File: config.mk
export PLATFORM = sky130hd
export DESIGN_NAME = tdm_chain_tx
export DESIGN_NICKNAME = d
export VERILOG_FILES = /design/src/rtl/tdm_chain_pkg.sv /design/src/rtl/tdm_edge_detect.sv /design/src/rtl/tdm_slot_counter.sv /design/src/rtl/tdm_chain_capture.sv /design/src/rtl/tdm_own_latch.sv /design/src/rtl/tdm_chain_tx.sv
export SDC_FILE = /design/constraint.sdc
export NUM_CORES = 1
export LEC_CHECK = 0
export ABC_AREA = 1
export BUFFER_PORTS_ARGS = -buffer_cell sky130_fd_sc_hd__buf_2
export CAP_MARGIN = 15
export CORE_UTILIZATION = 54
export DETAILED_ROUTE_END_ITERATION = 10
export GPL_TIMING_DRIVEN = 0
export HOLD_SLACK_MARGIN = 0.12
export PLACE_DENSITY = 0.85
export SLEW_MARGIN = 10
export SYNTH_ARGS = -nofsm -noshare
export SYNTH_HDL_FRONTEND = slang
export SYNTH_SLANG_ARGS = --single-unit
File: constraint.sdc
create_clock -name clk -period 1.9 [get_ports clk]
set_input_delay 0.285 -clock clk [delete_from_list [all_inputs] [get_ports clk]]
set_output_delay 0.285 -clock clk [all_outputs]
set_load 0.01 [all_outputs]
File: src/rtl/tdm_chain_pkg.sv
package tdm_chain_pkg;

  // Source chosen for the slot currently being shifted out
  typedef enum logic [1:0] {
    SRC_UPSTREAM = 2'd0,
    SRC_LOCAL    = 2'd1,
    SRC_BLANK    = 2'd2
  } slot_src_e;

  // Frame is split into blocks of CHAIN_SLOTS slots: block 0 upstream,
  // block 1 local words, every later block empty.
  function automatic slot_src_e block_source(input int unsigned blk);
    if (blk == 0)      return SRC_UPSTREAM;
    else if (blk == 1) return SRC_LOCAL;
    else               return SRC_BLANK;
  endfunction

endpackage

File: src/rtl/tdm_edge_detect.sv
module tdm_edge_detect #(
  parameter int unsigned SYNC_STAGES = 2
) (
  input  logic clk,
  input  logic rst,
  input  logic bclk_i,
  input  logic fs_i,
  input  logic chain_i,
  input  logic bclk_inv_i,
  input  logic fs_inv_i,
  output logic rise_o,
  output logic fall_o,
  output logic fs_start_o,
  output logic chain_bit_o
);
  // bit order in the synchronizer word
  localparam int unsigned B_IDX = 2;
  localparam int unsigned F_IDX = 1;
  localparam int unsigned C_IDX = 0;

  logic [2:0] raw;
  logic [2:0] stage [SYNC_STAGES];
  logic       b_prev;
  logic       fs_prev;

  assign raw = {bclk_i ^ bclk_inv_i, fs_i ^ fs_inv_i, chain_i};

  genvar g;
  generate
    for (g = 0; g < SYNC_STAGES; g++) begin : g_sync
      always_ff @(posedge clk) begin
        if (rst) stage[g] <= '0;
        else if (g == 0) stage[g] <= raw;
        else stage[g] <= stage[(g == 0) ? 0 : g - 1];
      end
    end
  endgenerate

  logic [2:0] synced;
  assign synced = stage[SYNC_STAGES-1];

  assign rise_o      = synced[B_IDX] & ~b_prev;
  assign fall_o      = ~synced[B_IDX] & b_prev;
  assign fs_start_o  = rise_o & synced[F_IDX] & ~fs_prev;
  assign chain_bit_o = synced[C_IDX];

  always_ff @(posedge clk) begin
    if (rst) begin
      b_prev  <= 1'b0;
      fs_prev <= 1'b0;
    end else begin
      b_prev <= synced[B_IDX];
      if (rise_o) fs_prev <= synced[F_IDX];
    end
  end
endmodule

File: src/rtl/tdm_slot_counter.sv
module tdm_slot_counter #(
  parameter int unsigned HALF_BITS = 128
) (
  input  logic                             clk,
  input  logic                             rst,
  input  logic                             rise_i,
  input  logic                             fs_start_i,
  input  logic                             long_frame_i,
  output logic [$clog2(4*HALF_BITS)-1:0]   cnt_o,
  output logic                             boundary_o,
  output logic                             synced_o
);
  localparam int unsigned CNT_W = $clog2(4 * HALF_BITS);
  localparam logic [CNT_W-1:0] LAST_SHORT = CNT_W'(2 * HALF_BITS - 1);
  localparam logic [CNT_W-1:0] LAST_LONG  = CNT_W'(4 * HALF_BITS - 1);

  logic [CNT_W-1:0] last_idx;
  logic             wrap;

  assign last_idx   = long_frame_i ? LAST_LONG : LAST_SHORT;
  assign wrap       = synced_o & (cnt_o == last_idx);
  assign boundary_o = rise_i & (fs_start_i | wrap);

  always_ff @(posedge clk) begin
    if (rst) begin
      cnt_o    <= '0;
      synced_o <= 1'b0;
    end else if (boundary_o) begin
      cnt_o    <= '0;
      synced_o <= 1'b1;
    end else if (rise_i && synced_o) begin
      cnt_o <= cnt_o + CNT_W'(1);
    end
  end
endmodule

File: src/rtl/tdm_chain_capture.sv
module tdm_chain_capture #(
  parameter int unsigned HALF_BITS = 128
) (
  input  logic                           clk,
  input  logic                           rst,
  input  logic                           rise_i,
  input  logic                           synced_i,
  input  logic                           boundary_i,
  input  logic                           chain_bit_i,
  input  logic [$clog2(4*HALF_BITS)-1:0] cnt_i,
  output logic [HALF_BITS-1:0]           up_words_o
);
  localparam int unsigned CNT_W  = $clog2(4 * HALF_BITS);
  localparam int unsigned HALF_W = $clog2(HALF_BITS);

  logic [HALF_BITS-1:0] shreg;
  logic [HALF_BITS-1:0] shreg_nxt;
  logic                 take;

  // second block of the upstream frame holds the upstream device's own words
  assign take = rise_i & synced_i & (cnt_i[CNT_W-1:HALF_W] == (CNT_W - HALF_W)'(1));
  assign shreg_nxt = take ? {shreg[HALF_BITS-2:0], chain_bit_i} : shreg;

  always_ff @(posedge clk) begin
    if (rst) begin
      shreg      <= '0;
      up_words_o <= '0;
    end else if (boundary_i) begin
      up_words_o <= shreg_nxt;
      shreg      <= '0;
    end else begin
      shreg <= shreg_nxt;
    end
  end
endmodule

File: src/rtl/tdm_own_latch.sv
module tdm_own_latch #(
  parameter int unsigned HALF_BITS = 128
) (
  input  logic                 clk,
  input  logic                 rst,
  input  logic [HALF_BITS-1:0] own_data_i,
  input  logic                 own_vld_i,
  input  logic                 boundary_i,
  output logic [HALF_BITS-1:0] own_tx_o
);
  logic [HALF_BITS-1:0] pend;
  logic                 fresh;

  always_ff @(posedge clk) begin
    if (rst) begin
      pend     <= '0;
      fresh    <= 1'b0;
      own_tx_o <= '0;
    end else begin
      if (own_vld_i) pend <= own_data_i;
      if (boundary_i) begin
        if (fresh) own_tx_o <= pend;
        fresh <= own_vld_i;
      end else if (own_vld_i) begin
        fresh <= 1'b1;
      end
    end
  end
endmodule

File: src/rtl/tdm_chain_tx.sv
module tdm_chain_tx #(
  parameter int unsigned SLOT_BITS   = 32,
  parameter int unsigned CHAIN_SLOTS = 4,
  parameter int unsigned SYNC_STAGES = 2
) (
  input  logic                             clk,
  input  logic                             rst,
  input  logic                             bclk_i,
  input  logic                             fs_i,
  input  logic                             bclk_inv_i,
  input  logic                             fs_inv_i,
  input  logic                             long_frame_i,
  input  logic                             chain_i,
  input  logic [SLOT_BITS*CHAIN_SLOTS-1:0] own_data_i,
  input  logic                             own_vld_i,
  output logic                             sdout_o
);
  import tdm_chain_pkg::*;

  // HALF_BITS must be a power of two
  localparam int unsigned HALF_BITS = SLOT_BITS * CHAIN_SLOTS;
  localparam int unsigned HALF_W    = $clog2(HALF_BITS);
  localparam int unsigned CNT_W     = $clog2(4 * HALF_BITS);

  logic                 edg_rise, edg_fall, edg_fs_start, chain_bit;
  logic [CNT_W-1:0]     cnt_q;
  logic                 boundary, synced;
  logic [HALF_BITS-1:0] up_words, own_tx;
  logic [HALF_W-1:0]    bit_idx;
  slot_src_e            src;
  logic                 next_bit;

  tdm_edge_detect #(.SYNC_STAGES(SYNC_STAGES)) u_edge (
    .clk        (clk),
    .rst        (rst),
    .bclk_i     (bclk_i),
    .fs_i       (fs_i),
    .chain_i    (chain_i),
    .bclk_inv_i (bclk_inv_i),
    .fs_inv_i   (fs_inv_i),
    .rise_o     (edg_rise),
    .fall_o     (edg_fall),
    .fs_start_o (edg_fs_start),
    .chain_bit_o(chain_bit)
  );

  tdm_slot_counter #(.HALF_BITS(HALF_BITS)) u_cnt (
    .clk         (clk),
    .rst         (rst),
    .rise_i      (edg_rise),
    .fs_start_i  (edg_fs_start),
    .long_frame_i(long_frame_i),
    .cnt_o       (cnt_q),
    .boundary_o  (boundary),
    .synced_o    (synced)
  );

  tdm_chain_capture #(.HALF_BITS(HALF_BITS)) u_cap (
    .clk        (clk),
    .rst        (rst),
    .rise_i     (edg_rise),
    .synced_i   (synced),
    .boundary_i (boundary),
    .chain_bit_i(chain_bit),
    .cnt_i      (cnt_q),
    .up_words_o (up_words)
  );

  tdm_own_latch #(.HALF_BITS(HALF_BITS)) u_own (
    .clk       (clk),
    .rst       (rst),
    .own_data_i(own_data_i),
    .own_vld_i (own_vld_i),
    .boundary_i(boundary),
    .own_tx_o  (own_tx)
  );

  // MSB of word 0 sits in the top bit of each block
  assign bit_idx = ~cnt_q[HALF_W-1:0];
  assign src     = block_source(int'(cnt_q[CNT_W-1:HALF_W]));

  always_comb begin
    case (src)
      SRC_UPSTREAM: next_bit = up_words[bit_idx];
      SRC_LOCAL:    next_bit = own_tx[bit_idx];
      default:      next_bit = 1'b0;
    endcase
  end

  always_ff @(posedge clk) begin
    if (rst) sdout_o <= 1'b0;
    else if (edg_fall) sdout_o <= synced & next_bit;
  end
endmodule

==> impl_results.md, run 1 <==
* Synth async-reset ratio at 0%
* Primary flip-flop cell chosen by synthesis mapping: dfxtp_1
* Post-Syn Area per Cell at 7.78 um^2
* Grt total ovfl at between 400 and 500
* IO Count at 138
* Simple-gate area share of the yosys netlist at 20.2%
* Synthesized cell area at 20800 um^2
* Initial core utilization at a little under three fifths
* Place WS at -0.843 ns
* Status: stopped before the end
* Cell variety after synth at 31
* Failing step: global routing
* Root buffer cell: clkbuf_16
* Clk sink count at 532
* Gr usage total at 83.9%
* CTS HTree Levels at 2
* Post-synthesis compound-gate area fraction at approximately 15%
* Dpl hpwl at 41900 um
* I/O Buffers at ~140
* #FFs+latches synth at 532
* CTS Buffer Depth at 3
* Pin count of the biggest net entering global routing at 18
* XOR/XNOR share of the synthesized area at less than 1%
* Inserted Clock Buffers at 49
* Initial antenna violation count at 33
* Grt repair worst endpoint: u_own.own_tx_o[64]$_SDFFE_PP0P_/D
* Net Count, Synth at between 2000 and 3000
* GP Congestion at 0.937
* YS warnings at 0
* Synth Area in Adders at 0.0600%
* Multiplexer share of the synthesized area at 6.05%
* Worst endpoint type: register input
* Halt Reason: [ERROR GRT-0232] Routing congestion too high. Check the congestion heatmap in the GUI.
* Combinational family with the most area after synthesis: simple AND/OR/NAND/NOR gates
* Post-synth EDFFs at 0
* Die H at 198 um
* FP Rows at 71
* Synth Instances at 2680
* Die width at 198 um
* Post-synthesis sequential area ratio at 51.1%
## Yosys cell counts, types with 13 or more instances
cell type  instances  share of area [%]
buf_4             13               0.47
buf_6             15               0.81
buf_2             62                1.5
a21oi_1          220                5.3
clkbuf_1          98                1.8
o21ai_1           53                1.3
nand3_1          157                3.8
o21ai_0          344                8.3
mux2i_1          126                6.1
inv_1            114                2.1
buf_1             17               0.31
nor2_1           548                9.9
nand2_1          340                6.1
dfxtp_1          532                 51
## kinds of logic after synthesis
group / after synthesis
adder cells (fa/ha/maj): 1
flip-flops: 532
buffers and inverters: 327
AND/OR/NAND/NOR: 1058
XOR/XNOR: 7
multiplexers: 126
AO/OA/AOI/OAI: 629
## routing by layer
layer | GRT overflow | GRT usage [%]
met5 | 5 | 60.7
met4 | 121 | 86.4
met3 | 38 | 76.7
met2 | 210 | 94.7
met1 | 32 | 80.7
## what timing repair did
action,in CTS
hold buffers,134
hold endpoints to repair,132
gates cloned,13
resized for setup,459
setup endpoints to repair,395
setup buffers,25
pin swaps,10
## stage by stage
stage	cell area, um^2	setup TNS (ns)	cells
after floorplan	20800	0	2680
after global placement	22200	-251.34	3327
after detailed placement	22200	-268.66	3327
after CTS	27400	-21.82	3587
==> run 2, diff against run 1 <==
- CORE_UTILIZATION: 54 -> 40
- HOLD_SLACK_MARGIN: 0.12 -> default
- PLACE_DENSITY: 0.85 -> default
- PLACE_DENSITY_LB_ADDON: default -> 0.15
- clock period: 1.9 -> 2.5 ns (I/O delays scaled with it)
==> impl_results.md, run 2 <==
* DRT Pass-1 Iters at 6
* Die width at 230 um (+16%)
* Bufs and invs on worst path at 3
* Global-route wire length before repair at 104000 um
* Synthesized cell area at 20800 um^2 (unchanged)
* FP Rows at 83 (+17%)
* Commonest cells in the netlist: nor2_1, dfxtp_1, o21ai_0
* Fin crit period at 2.46 ns
* Simple-gate area share of the yosys netlist at 20.2% (unchanged)
* CTS Buffer Depth at 3 (unchanged)
* CTS tree: done
* R2r endpoint: sdout_o
* PwrDens at between 700 and 800 nW/um^2
* IO Count at 138 (unchanged)
* Drt initial violations at 1799
* Most frequent cell after synthesis: nor2_1
* Status: finished clean
* Critical Path Max Stage Delay at 0.44 ns
* Gr usage total at 25.2%
* Initial core utilization at 40.5% (-15 points)
* Drt wl/cell at 18.2 um
* Drt total wl at 67800 um
* Area of the multi-input gates at 8730 um^2
* Period utilization at between 90% and 100%
* Non-Filler Instances at 3722
* Initial antenna violation count at 0
* Crit. path cell count at 12
* Max_cap viols at 0
* Reg-to-Reg Start: u_cnt.cnt_o[2]
* Crit path required time at approximately 3.0 ns
* Root buffer cell: clkbuf_16
* CP endpoint: sdout_o
* Skew-Pair Late Insertion Delay at 0.62 ns
* YS warnings at 0 (unchanged)
* CP startpoint: u_cnt.cnt_o[2]
* Worst vdd ir at 0.490 mV
* DR vias/cell at roughly 5.1
* Ant diodes at 0
* Cell at the slowest stage of the critical path: clkdlybuf4s15_2
* # fillers at 4993
* Most frequent cells in the layout: nor2_1, dfxtp_1, o21ai_0
* Nets at 3135
* Final Hold Vio Count at 0
* GP Congestion at 0.892 (-4.8%)
* XOR/XNOR share of the synthesized area at 0.294% (unchanged)
* P_leak at around 0.011 uW
* Place WS at -0.397 ns (+0.446 ns)
* Post-Syn Area per Cell at 7.78 um^2 (unchanged)
* Post-synthesis compound-gate area fraction at 15.2% (unchanged)
* Final Cell Area at 25700 um^2
* Synth area leaders: dfxtp_1, nor2_1, o21ai_0
* Cells on worst reg2reg path at 12
* Cell family with most CP delay: buffers and inverters
* I/O Buffers at 136 (unchanged)
* DRC Markers at 0
* Fin util at 50.1%
* Primary flip-flop cell chosen by synthesis mapping: dfxtp_1
* Worst hold path type: input port to register
* Die area at 53000 um^2
* Worst slew pin tran at 0.835 ns
* Synth Area in Adders at 0.0600% (unchanged)
* DP Cell Count at 3496 (+5.1%)
* Relative slew slack at roughly 44%
* Flop2flop setup slack at 0.04 ns
* Clk sink count at 532 (unchanged)
* Detail Route Antenna Nets at 0
* Die H at 230 um (+16%)
* Clk_skew at 0.0244 ns
* Vias in the first global route at approximately 18000
* Final max-slew violation count at 0
* Final worst setup slack at around 0.045 ns
* Synth area leader: dfxtp_1
* Setup crit end kind: register
* CTS HTree Levels at 2 (unchanged)
* Post-DP Area at 22400 um^2 (+0.95%)
* Net Count, Synth at 2818 (unchanged)
* Synth Instances at 2680 (unchanged)
* Area Overhead vs Synth at 23.5%
* Detailed-route via count at 19100
* Critical path fanouts, max at 10
* Dpl hpwl at 45300 um (+8.2%)
* Cell variety after synth at 31 (unchanged)
* Top-area cell type share of the netlist area at 51.1% (unchanged)
* Clk slew on worst S/H paths at 0.06 ns
* Inserted Clock Buffers at 55 (+12%)
* Multiplexer share of the synthesized area at 6.05% (unchanged)
* CORE AREA at 51400 um^2
* Post-synthesis sequential area ratio at 51.1% (unchanged)
* FF/Latch Area at 10700 um^2
* Grt total ovfl at 0
* Share of layout cells above drive strength 1 at 12.3%
* Pin count of the biggest net entering global routing at 15
* Setup Crit Path Kind: register to register
* Post-synth EDFFs at 0 (unchanged)
* RSZ-0062 raised after global routing: true
* Final setup violation count at 0
* Worst Setup Start Kind: register
* #FFs+latches synth at 532 (unchanged)
* Fmax at 407 MHz
* Commonest non-fill, non-tap cell in the layout: nor2_1
* Synth async-reset ratio at 0% (unchanged)
* Arrival time of the worst setup path at 2.99 ns
* Combinational family with the most area after synthesis: simple AND/OR/NAND/NOR gates
* CP cell instances: buf_2, inv_1, clkdlybuf4s15_2, nand3_1, nand3_1, a21oi_1, nor2_1, nand2_1, nand3_1, nand2_1, nand2_1, a21oi_1
-- run 2: cell counts after synthesis --
No cell type changed its count.
-- run 2: worst register-to-register path, stage by stage, from the launching register on --
cell and delay (ns):
dfxtp_1 0.30, buf_2 0.28, inv_1 0.23, clkdlybuf4s15_2 0.44, nand3_1 0.25, nand3_1 0.12, a21oi_1 0.17, nor2_1 0.06
nand2_1 0.06, nand3_1 0.10, nand2_1 0.17, nand2_1 0.07, a21oi_1 0.13
-- run 2: stage by stage --
| stage | setup TNS (ns) | power, uW | hold slack (ns) |
|---|---|---|---|
| 2_1_floorplan | 0 | 9350 | 0.388 |
| 3_3_place_gp | -57.31 | 9660 | 0.394 |
| 3_5_place_dp | -62.83 | 9680 | 0.399 |
| 4_1_cts | -0.0183 | 18700 | 0.000909 |
| 5_1_grt | -0.0299 | 19100 | 0.0235 |
| 6_report | 0 | 18500 | 0.0123 |
-- run 2: area by class of cell --
cell class,count,share of cell area [%]
Clock inverter,25,1.44
Tap cell,680,3.31
Sequential cell,532,41.4
Buffer,205,4.51
Clock buffer,77,6.22
Multi-Input combinational cell,1821,33.9
Inverter,122,1.82
Timing Repair Buffer,260,7.41
-- run 2: worst min-delay path by stage --
stage                  startpoint                  to  slack, ns  depth (start not counted)
2_1_floorplan  u_edge.stage[0][0]  u_edge.stage[1][0]       0.39                          2
3_3_place_gp   u_edge.stage[0][2]  u_edge.stage[1][2]       0.39                          2
3_5_place_dp   u_edge.stage[0][1]  u_edge.stage[1][1]       0.40                          2
4_1_cts            own_data_i[90]      u_own.pend[90]     0.0009                          3
5_1_grt            own_data_i[96]      u_own.pend[96]       0.02                          3
6_report           own_data_i[43]      u_own.pend[43]       0.01                          3
-- run 2: what timing repair did --
action,4_1_cts,5_1_grt
pin swaps,0,0
gates resized for setup,49,62
buffers inserted,1,5
hold buffers,118,0
hold endpoints to repair,116,0
endpoints found under the setup margin,377,181
-- run 2: cell families (layout without fill, tap and decap cells) --
family	count (synthesis)	in the layout
XOR/XNOR	7	7
flip-flops	532	532
AO/OA/AOI/OAI	629	629
AND/OR/NAND/NOR	1058	1058
buffers and inverters	327	689
multiplexers	126	126
adder cells (fa/ha/maj)	1	1
-- run 2: report_power, final --
part	leakage [uW]	internal, uW	switching, uW
combinational	0.00521	377	489
clock	0.000977	5390	3510
sequential	0.00432	8680	108
total	0.0105	14400	4110
-- run 2: per-layer routing --
metal,vias up,GRT usage (%),wire length [um],share of wire (%)
met5,-,0,0,0
met4,0,9.71,2510,3.7
met3,158,4.02,4180,6.2
met2,589,42.3,31700,47
met1,8903,32.3,29400,43
li1,9420,-,-,-
(Power assumes the default switching activity.)
